### src/rtl/ata_strobe_pkg.sv
`timescale 1ns/1ps
package ata_strobe_pkg;

    localparam int WORD_W  = 32;
    localparam int INACT_W = 4;
    localparam int ACT_W   = 5;
    localparam int SETUP_W = 3;
    localparam int CNT_W   = ACT_W;

    // field positions inside a timing word
    localparam int D_INACT_LSB = 0;
    localparam int D_ACT_LSB   = 4;
    localparam int C_INACT_LSB = 9;
    localparam int C_ACT_LSB   = 13;
    localparam int D_SETUP_LSB = 22;
    localparam int C_SETUP_LSB = 25;

    localparam logic [WORD_W-1:0] MASK_FULL  = 32'hFFFF_FFFF;
    localparam logic [WORD_W-1:0] MASK_PIO   = 32'hCFC3_FFFF;
    localparam logic [WORD_W-1:0] MASK_MWDMA = 32'h31C0_01FF;
    localparam logic [WORD_W-1:0] MASK_UDMA  = 32'h303C_0000;

    typedef enum logic [1:0] {
        UPD_FULL  = 2'd0,
        UPD_PIO   = 2'd1,
        UPD_MWDMA = 2'd2,
        UPD_UDMA  = 2'd3
    } upd_e;

    typedef enum logic [1:0] {
        PH_IDLE,
        PH_SETUP,
        PH_ACTIVE,
        PH_RECOVER
    } phase_e;

    typedef struct packed {
        logic [SETUP_W-1:0] setup;
        logic [ACT_W-1:0]   act;
        logic [INACT_W-1:0] inact;
    } span_t;

    function automatic logic [WORD_W-1:0] upd_mask(upd_e k);
        logic [WORD_W-1:0] m;
        unique case (k)
            UPD_PIO:   m = MASK_PIO;
            UPD_MWDMA: m = MASK_MWDMA;
            UPD_UDMA:  m = MASK_UDMA;
            default:   m = MASK_FULL;
        endcase
        return m;
    endfunction

    function automatic span_t pick_span(logic [WORD_W-1:0] w, logic is_cmd);
        span_t s;
        if (is_cmd) begin
            s.inact = w[C_INACT_LSB +: INACT_W];
            s.act   = w[C_ACT_LSB +: ACT_W];
            s.setup = w[C_SETUP_LSB +: SETUP_W];
        end else begin
            s.inact = w[D_INACT_LSB +: INACT_W];
            s.act   = w[D_ACT_LSB +: ACT_W];
            s.setup = w[D_SETUP_LSB +: SETUP_W];
        end
        return s;
    endfunction

endpackage

### src/rtl/ata_slot_index.sv
`timescale 1ns/1ps
module ata_slot_index #(
    parameter int DEVS_PER_CHAN = 2,
    parameter int CHAN_W        = 1,
    parameter int DEV_W         = 1,
    parameter int SLOT_W        = 2
) (
    input  logic [CHAN_W-1:0] chan,
    input  logic [DEV_W-1:0]  dev,
    output logic [SLOT_W-1:0] idx
);
    // slot = device + devices-per-channel * channel
    assign idx = SLOT_W'(chan) * SLOT_W'(DEVS_PER_CHAN) + SLOT_W'(dev);
endmodule

### src/rtl/ata_timing_bank.sv
`timescale 1ns/1ps
module ata_timing_bank
    import ata_strobe_pkg::*;
#(
    parameter int NUM_SLOTS = 4,
    parameter int SLOT_W    = 2
) (
    input  logic              clk,
    input  logic              rst_n,
    input  logic              wr_en,
    input  logic [SLOT_W-1:0] wr_idx,
    input  upd_e              wr_kind,
    input  logic [WORD_W-1:0] wr_data,
    input  logic [SLOT_W-1:0] rd_a_idx,
    output logic [WORD_W-1:0] rd_a_data,
    input  logic [SLOT_W-1:0] rd_b_idx,
    input  logic              rd_b_cmd,
    output span_t             rd_b_span
);
    typedef struct packed {
        logic [NUM_SLOTS-1:0][WORD_W-1:0] word;
    } bank_t;

    bank_t                 bank_d, bank_q;
    logic [NUM_SLOTS-1:0]  hit;
    logic [WORD_W-1:0]     wmask;
    logic [WORD_W-1:0]     rd_b_word;

    for (genvar g = 0; g < NUM_SLOTS; g++) begin : g_hit
        assign hit[g] = wr_en && (wr_idx == SLOT_W'(g));
    end

    always_comb begin
        bank_d = bank_q;
        wmask  = upd_mask(wr_kind);
        for (int k = 0; k < NUM_SLOTS; k++) begin
            if (hit[k]) begin
                bank_d.word[k] = (bank_q.word[k] & ~wmask) | (wr_data & wmask);
            end
        end
        rd_a_data = (int'(rd_a_idx) < NUM_SLOTS) ? bank_q.word[rd_a_idx] : '0;
        rd_b_word = (int'(rd_b_idx) < NUM_SLOTS) ? bank_q.word[rd_b_idx] : '0;
        rd_b_span = pick_span(rd_b_word, rd_b_cmd);
    end

    always_ff @(posedge clk or negedge rst_n) begin
        if (!rst_n) begin
            bank_q <= '0;
        end else begin
            bank_q <= bank_d;
        end
    end

    AST_BANK_HOLD: assert property (@(posedge clk) disable iff (!rst_n)
        !wr_en |=> $stable(bank_q));
    AST_BANK_KEEP_UNMASKED: assert property (@(posedge clk) disable iff (!rst_n)
        wr_en |=> (((bank_q.word[$past(wr_idx)] ^ $past(bank_q.word[wr_idx])) & ~$past(wmask)) == '0));
    AST_BANK_TAKE_MASKED: assert property (@(posedge clk) disable iff (!rst_n)
        wr_en |=> (((bank_q.word[$past(wr_idx)] ^ $past(wr_data)) & $past(wmask)) == '0));
endmodule

### src/rtl/ata_strobe_seq.sv
`timescale 1ns/1ps
module ata_strobe_seq
    import ata_strobe_pkg::*;
(
    input  logic  clk,
    input  logic  rst_n,
    input  logic  req_valid,
    input  logic  req_cmd,
    input  logic  req_write,
    input  span_t req_span,
    output logic  dior_n,
    output logic  diow_n,
    output logic  done
);
    typedef struct packed {
        phase_e             ph;
        logic [CNT_W-1:0]   cnt;
        logic               is_cmd;
        logic               is_wr;
        logic [ACT_W-1:0]   act_len;
        logic [INACT_W-1:0] inact_len;
    } seq_t;

    localparam seq_t SEQ_RST = '{ph: PH_IDLE, cnt: '0, is_cmd: 1'b0, is_wr: 1'b0,
                                 act_len: '0, inact_len: '0};

    seq_t s_d, s_q;
    logic done_w;
    logic take;

    always_comb begin
        s_d    = s_q;
        done_w = (s_q.ph == PH_RECOVER) && (s_q.cnt == '0);
        take   = req_valid && ((s_q.ph == PH_IDLE) || done_w);

        unique case (s_q.ph)
            PH_SETUP: begin
                if (s_q.cnt == '0) begin
                    s_d.ph  = PH_ACTIVE;
                    s_d.cnt = CNT_W'(s_q.act_len);
                end else begin
                    s_d.cnt = s_q.cnt - CNT_W'(1);
                end
            end
            PH_ACTIVE: begin
                if (s_q.cnt == '0) begin
                    s_d.ph  = PH_RECOVER;
                    s_d.cnt = CNT_W'(s_q.inact_len);
                end else begin
                    s_d.cnt = s_q.cnt - CNT_W'(1);
                end
            end
            PH_RECOVER: begin
                if (s_q.cnt == '0) begin
                    s_d.ph = PH_IDLE;
                end else begin
                    s_d.cnt = s_q.cnt - CNT_W'(1);
                end
            end
            default: begin
            end
        endcase

        if (take) begin
            s_d.is_cmd    = req_cmd;
            s_d.is_wr     = req_write;
            s_d.act_len   = req_span.act;
            s_d.inact_len = req_span.inact;
            if (done_w && (req_cmd == s_q.is_cmd)) begin
                s_d.ph  = PH_ACTIVE;
                s_d.cnt = CNT_W'(req_span.act);
            end else begin
                s_d.ph  = PH_SETUP;
                s_d.cnt = CNT_W'(req_span.setup);
            end
        end
    end

    always_ff @(posedge clk or negedge rst_n) begin
        if (!rst_n) begin
            s_q <= SEQ_RST;
        end else begin
            s_q <= s_d;
        end
    end

    assign dior_n = !((s_q.ph == PH_ACTIVE) && !s_q.is_wr);
    assign diow_n = !((s_q.ph == PH_ACTIVE) && s_q.is_wr);
    assign done   = done_w;

    AST_ONE_STROBE: assert property (@(posedge clk) disable iff (!rst_n)
        !(!dior_n && !diow_n));
    AST_DONE_SINGLE: assert property (@(posedge clk) disable iff (!rst_n)
        done |=> !done);
    AST_DONE_STROBES_HIGH: assert property (@(posedge clk) disable iff (!rst_n)
        done |-> (dior_n && diow_n));
    AST_IDLE_TAKE: assert property (@(posedge clk) disable iff (!rst_n)
        ((s_q.ph == PH_IDLE) && req_valid) |=> (s_q.ph == PH_SETUP));
    AST_BUSY_IGNORE: assert property (@(posedge clk) disable iff (!rst_n)
        ((s_q.ph != PH_IDLE) && !done) |=> ($stable(s_q.is_wr) && $stable(s_q.is_cmd)));
    AST_B2B_NO_SETUP: assert property (@(posedge clk) disable iff (!rst_n)
        (done && req_valid && (req_cmd == s_q.is_cmd)) |=> (!dior_n || !diow_n));
    AST_KIND_CHANGE_SETUP: assert property (@(posedge clk) disable iff (!rst_n)
        (done && req_valid && (req_cmd != s_q.is_cmd)) |=> (dior_n && diow_n && !done));
endmodule

### src/rtl/ata_strobe_gen.sv
`timescale 1ns/1ps
module ata_strobe_gen
    import ata_strobe_pkg::*;
#(
    parameter int NUM_CHAN      = 2,
    parameter int DEVS_PER_CHAN = 2,
    localparam int NUM_SLOTS = NUM_CHAN * DEVS_PER_CHAN,
    localparam int CHAN_W    = (NUM_CHAN > 1) ? $clog2(NUM_CHAN) : 1,
    localparam int DEV_W     = (DEVS_PER_CHAN > 1) ? $clog2(DEVS_PER_CHAN) : 1,
    localparam int SLOT_W    = (NUM_SLOTS > 1) ? $clog2(NUM_SLOTS) : 1
) (
    input  logic              clk,
    input  logic              rst_n,
    input  logic              cfg_we,
    input  logic [CHAN_W-1:0] cfg_chan,
    input  logic [DEV_W-1:0]  cfg_dev,
    input  logic [1:0]        cfg_upd,
    input  logic [31:0]       cfg_wdata,
    output logic [31:0]       cfg_rdata,
    input  logic              req_valid,
    input  logic [CHAN_W-1:0] req_chan,
    input  logic [DEV_W-1:0]  req_dev,
    input  logic              req_cmd,
    input  logic              req_write,
    output logic              dior_n,
    output logic              diow_n,
    output logic              cyc_done
);
    logic [SLOT_W-1:0] cfg_idx;
    logic [SLOT_W-1:0] req_idx;
    span_t             req_span;

    ata_slot_index #(
        .DEVS_PER_CHAN(DEVS_PER_CHAN), .CHAN_W(CHAN_W), .DEV_W(DEV_W), .SLOT_W(SLOT_W)
    ) u_cfg_idx (
        .chan(cfg_chan), .dev(cfg_dev), .idx(cfg_idx)
    );

    ata_slot_index #(
        .DEVS_PER_CHAN(DEVS_PER_CHAN), .CHAN_W(CHAN_W), .DEV_W(DEV_W), .SLOT_W(SLOT_W)
    ) u_req_idx (
        .chan(req_chan), .dev(req_dev), .idx(req_idx)
    );

    ata_timing_bank #(
        .NUM_SLOTS(NUM_SLOTS), .SLOT_W(SLOT_W)
    ) u_bank (
        .clk       (clk),
        .rst_n     (rst_n),
        .wr_en     (cfg_we),
        .wr_idx    (cfg_idx),
        .wr_kind   (upd_e'(cfg_upd)),
        .wr_data   (cfg_wdata),
        .rd_a_idx  (cfg_idx),
        .rd_a_data (cfg_rdata),
        .rd_b_idx  (req_idx),
        .rd_b_cmd  (req_cmd),
        .rd_b_span (req_span)
    );

    ata_strobe_seq u_seq (
        .clk       (clk),
        .rst_n     (rst_n),
        .req_valid (req_valid),
        .req_cmd   (req_cmd),
        .req_write (req_write),
        .req_span  (req_span),
        .dior_n    (dior_n),
        .diow_n    (diow_n),
        .done      (cyc_done)
    );
endmodule

### config.mk
export PLATFORM = sky130hd
export DESIGN_NAME = ata_strobe_gen
export DESIGN_NICKNAME = d
export VERILOG_FILES = /design/src/rtl/ata_strobe_pkg.sv /design/src/rtl/ata_slot_index.sv /design/src/rtl/ata_timing_bank.sv /design/src/rtl/ata_strobe_seq.sv /design/src/rtl/ata_strobe_gen.sv
export SDC_FILE = /design/constraint.sdc
export NUM_CORES = 1
export LEC_CHECK = 0
export CAP_MARGIN = 20
export CORE_MARGIN = 5
export CORE_UTILIZATION = 41
export DETAILED_ROUTE_END_ITERATION = 8
export GPL_ROUTABILITY_DRIVEN = 0
export HOLD_SLACK_MARGIN = 0.08
export REMOVE_ABC_BUFFERS = 1
export SETUP_SLACK_MARGIN = 0.15
export SYNTH_ARGS = -nofsm -noshare
export SYNTH_HDL_FRONTEND = slang
export SYNTH_SLANG_ARGS = --single-unit
export TNS_END_PERCENT = 30
### constraint.sdc
create_clock -name clk -period 2.7 [get_ports clk]
set_input_delay 0.27 -clock clk [delete_from_list [all_inputs] [get_ports clk]]
set_output_delay 0.27 -clock clk [all_outputs]
set_load 0.01 [all_outputs]
==> results.cfg, run 1 <==
[clock_tree]
root_buffer = clkbuf_16
cts_tree = built
cts-buffers-inserted = 17
clock_latency_ns = 0.41
cts_buffer_depth = 2
cts.reportedPaths.clkPinSlew_ns = 0.06
cts_sinks = 146
cts_setup_buffers = 0
cts_max_level = 4

[drt]
vias_per_cell = 5.65
first_pass_iters = 4
wl_per_cell_um = 21.3
totalWireLength_mm = 17.7
drc = 0
drtIter0Drc = 245
ant_nets = 0
vias = 4678

[synth]
synthMuxAreaShare = 0.384
synth_top_family_by_area = multiplexers
yosys_warnings = 0
synthXorXnorAreaFrac = 0.00118
yosysUniqueCellTypes = 47
synthSimpleGateAreaFrac = 0.0436
synth-seq-cells = 146
syn_area_um2 = 7410
synth-seq-area-share = 0.493
synth_compound_area_frac = 0.0373
synthCells = 492
synthAdderAreaFrac = 0.0152
synth_area_per_cell_um2 = 15.1

[layout]
finalNetCount = 639
drive_gt1_frac = 0.414
layout_commonest_cell = dfrtp_1
final_cell_mix = 146 x dfrtp_1, 129 x mux2_2, 75 x clkdlybuf4s50_1, 54 x mux4_2, 23 x nand2_1
finalNonFillerCells = 828
design_area_um2 = 9140
n_fill_cell = 1550
insertedDiodeCount = 0
syn_to_final_growth_pct = 23.4

[sta]
max-slew-margin-rel = 0.505
hold_violations = 0
fin_crit_ns = 2.32
skew_ns = 0.00548
drv_slew = 0
post-route-period-util = 0.860
tns_ns = 0
rsz0062_at_grt = no
max_freq_mhz = 431
worst_pin_slew_ns = 0.743
setup-violations-final = 0

[floorplanning]
ios = 79
coreArea_um2 = 17900
fp-row-count = 49
die_x_um = 144
fp.dieArea_um2 = 20900
die_height_um = 144
initial_core_util = 0.414

[placed_design]
io_buffers = 78
dp.cells = 795
dp_hpwl_mm = 12.4
placed_area_um2 = 8570

[power_and_ir_drop]
p_leak_nw = 3.75
internal_power_mw = 5.51
power_density_nw_per_um2 = 852
p_sw_mw = 2.28
clkPwrFrac = 0.288
p_sw_frac = 0.293
vdd_drop_max_v = 0.000524
combPwrFrac = 0.302
p_seq_frac = 0.410

[worst_setup_path]
cp.arrival_ns = 2.05
cp-start-kind = flop
cp.required_ns = 2.43
worstPathMaxFanout = 5
criticalPathCategory = reg2out
critPathCaptureType = output port

[run]
maxCapViolCount = 0

[global_routing]
overflow = 0
grt_pass1_wl_mm = 28.2
grt_usage = 0.180
antenna_found_initial = 0
grt_pass1_vias = 4967
grt_max_degree = 77

[run_status]
status = finished, final reports clean

[hold_path]
hold_path.class = in2reg
## metal layers
metal / global-route usage / vias to the layer above / routed length, µm
li1: - / 2073 / -
met1: 0.245 / 2500 / 7760
met2: 0.294 / 88 / 8930
met3: 0.0314 / 17 / 726
met4: 0.0574 / 0 / 245
met5: 0 / - / 0
## cell usage after synthesis, drive strengths merged
master   number  area share
o22a          4      0.0051
xnor2         1      0.0012
mux2i        12       0.016
a22o          2      0.0024
o221ai        1      0.0020
or4           1      0.0010
and2          2      0.0019
ha            9       0.015
nand2b        6      0.0051
clkbuf       10      0.0051
a21o          2      0.0022
nand4         2      0.0017
or4b          1      0.0014
nand2        24       0.013
o21ai        16       0.012
inv           8      0.0041
nor2         13      0.0066
o21a          1      0.0010
a22oi         3      0.0030
a31oi         1     0.00085
buf          18       0.017
nor3          6      0.0041
a2bb2oi       1      0.0012
a21oi         3      0.0020
a32oi         1      0.0012
nor4          1     0.00085
dfrtp       146        0.49
nor4b         1      0.0012
mux4         56        0.17
or2b          1      0.0010
mux2        129        0.20
o2111ai       1      0.0012
o22ai         2      0.0017
nand3         2      0.0014
o311ai        1      0.0012
or3           1     0.00085
nand4b        3      0.0035
## cell families (layout without fill, tap and decap cells)
family / after synthesis / in the layout
adder cells (fa/ha/maj): 9 / 9
multiplexers: 197 / 197
AND/OR/NAND/NOR: 64 / 64
AO/OA/AOI/OAI: 39 / 39
buffers and inverters: 36 / 143
flip-flops: 146 / 146
XOR/XNOR: 1 / 1
## path summary, 6_finish.rpt
check                                     startpoint                    endpoint  slack [ns]  depth (start not counted)
max                        u_seq.s_q[11]$_DFFE_PN0P_                    cyc_done        0.38                          6
min                                        req_write    u_seq.s_q[9]$_DFFE_PN0P_        0.41                          3
max reg2reg                u_seq.s_q[11]$_DFFE_PN0P_   u_seq.s_q[13]$_DFFE_PN0P_        0.39                          7
min reg2reg                 u_seq.s_q[2]$_DFFE_PN0P_    u_seq.s_q[2]$_DFFE_PN0P_        0.49                          2
max in group asynchronous                      rst_n  asynchronous set/reset pin        1.45                          3
min in group asynchronous                      rst_n  asynchronous set/reset pin        0.46                          2
## final cells by class
class | count | area, µm² | share of cell area
clock buffer | 22 | 444 | 0.0486
clock inverter | 10 | 111 | 0.0122
inverter | 8 | 30.0 | 0.00329
multi-input combinational | 310 | 3580 | 0.391
sequential | 146 | 3650 | 0.400
tap | 229 | 287 | 0.0313
timing repair buffer | 103 | 1040 | 0.113
## critical path: stages (launching register included)
cell             delay (ns)
dfrtp_1                0.42
inv_1                  0.07
ha_1                   0.18
nor4b_2                0.24
nand2_1                0.12
inv_1                  0.07
clkdlybuf4s50_1        0.52
## timing repair
action	CTS	global route
resized for setup	0	1
hold endpoints to repair	73	0
hold buffers	1	0
endpoints found under the setup margin	0	1
## power by group through the flow
stage                     Clock [mW]  Combinational [mW]  Sequential [mW]
final                           2.24                2.35             3.19
after global routing            2.39                2.57             3.26
after CTS                       2.28                2.38             3.18
after detailed placement           0                2.37             3.22
after global placement             0                2.32             3.18
after floorplan                    0                1.54             3.06
## metrics by stage
step	hold slack, ns	util	worst slack [ns]	total power, mW
final	0.406	0.511	0.379	7.78
after global routing	0.415	0.511	0.267	8.22
after CTS	0.397	0.510	0.255	7.85
after detailed placement	0.358	0.479	0.238	5.59
after global placement	0.344	0.479	0.276	5.50
after floorplan	-0.0256	-	0.542	4.61
Power figures use the tool's default switching activity.
==> inputs of run 2 (changes only) <==
--- a/config.mk
+++ b/config.mk
@@ -5,7 +5,6 @@
 export SDC_FILE = /design/constraint.sdc
 export NUM_CORES = 1
 export LEC_CHECK = 0
-export CAP_MARGIN = 20
 export CORE_MARGIN = 5
 export CORE_UTILIZATION = 41
 export DETAILED_ROUTE_END_ITERATION = 8
==> results of run 2 <==
Same layout as run 1: the final DEF is identical, and so are final timing and power.
==> inputs of run 3 (changes only) <==
--- a/config.mk
+++ b/config.mk
@@ -5,14 +5,16 @@
 export SDC_FILE = /design/constraint.sdc
 export NUM_CORES = 1
 export LEC_CHECK = 0
+export CELL_PAD_IN_SITES_DETAIL_PLACEMENT = 0
+export CELL_PAD_IN_SITES_GLOBAL_PLACEMENT = 1
 export CORE_MARGIN = 5
 export CORE_UTILIZATION = 41
 export DETAILED_ROUTE_END_ITERATION = 8
 export GPL_ROUTABILITY_DRIVEN = 0
 export HOLD_SLACK_MARGIN = 0.08
+export PLACE_DENSITY_LB_ADDON = 0.1
 export REMOVE_ABC_BUFFERS = 1
 export SETUP_SLACK_MARGIN = 0.15
 export SYNTH_ARGS = -nofsm -noshare
 export SYNTH_HDL_FRONTEND = slang
 export SYNTH_SLANG_ARGS = --single-unit
-export TNS_END_PERCENT = 30
==> run 3 against run 2 <==
Compared with the run above: routed wire length up 2.3%; non-clock buffer count unchanged; first-iteration DRC count up 23%; power is 4.3% higher; clock-buffer cell count is 1 higher; critical path depth rose by 1; sequential share of layout area is 0.33 points lower; die area unchanged; worst hold slack worse by 0.00070 ns; design area grew 0.82%; critical endpoint unchanged.
==> results.cfg, run 3 (same netlist as run 1, synthesis figures left out) <==
[layout]
layout_commonest_cell = dfrtp_1
n_fill_cell = 1550
finish.utilization = 0.515
insertedDiodeCount = 0
drive_gt1_frac = 0.416
finalNetCount = 639
final_cell_mix = 146 x dfrtp_1, 129 x mux2_2, 75 x clkdlybuf4s50_1, 54 x mux4_2, 23 x nand2_1
syn_to_final_growth_pct = 24.4

[power_and_ir_drop]
p_sw_mw = 2.32
p_seq_frac = 0.394
combPwrFrac = 0.291
internal_power_mw = 5.80
vdd_drop_max_v = 0.000524
p_sw_frac = 0.286
power_density_nw_per_um2 = 881
p_leak_nw = 3.79
clkPwrFrac = 0.315

[sta]
tns_ns = 0
rsz0062_at_grt = no
max_freq_mhz = 408
skew_ns = 0.00577
worst_pin_slew_ns = 0.679
max-slew-margin-rel = 0.547
setup-violations-final = 0
fin_crit_ns = 2.45
drv_slew = 0
hold_violations = 0
post-route-period-util = 0.907
fin_ws_ns = 0.252

[drt]
drtIter0Drc = 302
vias_per_cell = 5.66
totalWireLength_mm = 18.1
ant_nets = 0
drc = 0
wl_per_cell_um = 21.9
vias = 4678
first_pass_iters = 4

[clock_tree]
cts_buffer_depth = 2
cts-buffers-inserted = 17
root_buffer = clkbuf_16
cts_tree = built
cts-resized-gates = 0
cts.reportedPaths.clkPinSlew_ns = 0.06
cts_max_level = 4
clock_latency_ns = 0.42
cts_sinks = 146

[global_routing]
grt_usage = 0.185
grt_pass1_wl_mm = 29.1
antenna_found_initial = 0
grt_pass1_vias = 5120
grt_max_degree = 71
overflow = 0

[floorplanning]
ios = 79
die_height_um = 144
fp.dieArea_um2 = 20900
coreArea_um2 = 17900
initial_core_util = 0.414
die_x_um = 144
fp-row-count = 49

[worst_setup_path]
crit_end = cyc_done
reg2reg_from = u_seq.s_q[11]$_DFFE_PN0P_
crit_path_frequent_cell = inv_1
cp.required_ns = 2.43
ff2ff_path_depth = 7
cp.arrival_ns = 2.18
crit_slowest_cell = clkdlybuf4s50_1
r2r-end = u_seq.s_q[13]$_DFFE_PN0P_
criticalPathCategory = reg2out
startpoint = u_seq.s_q[11]$_DFFE_PN0P_
worstPathMaxFanout = 5
crit_path_max_incr_delay_ns = 0.53
cp_cell_sequence = inv_1 > ha_1 > nor4b_1 > buf_4 > nand2_1 > inv_1 > clkdlybuf4s50_1
critPathCaptureType = output port
cp-start-kind = flop
worst-r2r-setup-slack_ns = 0.38

[placed_design]
dp_slack_ns = 0.254
dp_hpwl_mm = 12.2
io_buffers = 78

[run]
maxCapViolCount = 0

[hold_path]
hold_path.class = in2reg

[run_status]
status = finished, final reports clean
## run 3: layout make-up
class / instances / area (µm²) / area share
multi-input combinational: 310 / 3570 / 0.388
sequential: 146 / 3650 / 0.396
inverter: 8 / 30.0 / 0.00326
tap: 229 / 287 / 0.0311
clock buffer: 23 / 488 / 0.0530
clock inverter: 8 / 149 / 0.0162
timing repair buffer: 103 / 1040 / 0.113
## run 3: metal layers
metal  up-vias  track usage  wire (µm)
met5         -            0          0
met4         0       0.0520        287
met3        24       0.0380        625
met2        95        0.298       8840
met1      2475        0.256       8320
li1       2084            -          -
## run 3: worst max-delay path: cells and delay by family (launching register included)
kind | cells | cell delay, ns
buffers and inverters | 4 | 0.85
DFF | 1 | 0.42
and+or+nand+nor | 2 | 0.31
adders and majority gates | 1 | 0.19
## run 3: worst min path at each step
stage               startpoint                         end  slack, ns  cells after the start
floorplan                rst_n  asynchronous set/reset pin      -0.03                      0
global placement         rst_n  asynchronous set/reset pin       0.32                      1
detailed placement       rst_n  asynchronous set/reset pin       0.33                      1
CTS                  req_write    u_seq.s_q[9]$_DFFE_PN0P_       0.41                      3
global route         req_write    u_seq.s_q[9]$_DFFE_PN0P_       0.42                      3
finish               req_write    u_seq.s_q[9]$_DFFE_PN0P_       0.41                      3
## run 3: power by group through the flow
stage / combinational, mW / sequential (mW) / clock (mW)
CTS: 2.39 / 3.19 / 2.61
detailed placement: 2.37 / 3.23 / 0
finish: 2.36 / 3.20 / 2.56
global placement: 2.35 / 3.20 / 0
global route: 2.59 / 3.27 / 2.71
floorplan: 1.54 / 3.06 / 0
## run 3: metrics by stage
stage	total power, mW	area [µm²]	cells	hold slack, ns
2_1_floorplan	4.61	7240	464	-0.0256
3_3_place_gp	5.55	8560	794	0.320
3_5_place_dp	5.60	8560	794	0.332
4_1_cts	8.20	9210	826	0.409
5_1_grt	8.57	9220	827	0.416
6_report	8.12	9220	827	0.406
## run 3: timing repair
action | 4_1_cts | 5_1_grt
hold buffers | 1 | 0
buffers inserted | 0 | 1
hold endpoints to repair | 68 | 0
setup endpoints to repair | 0 | 1
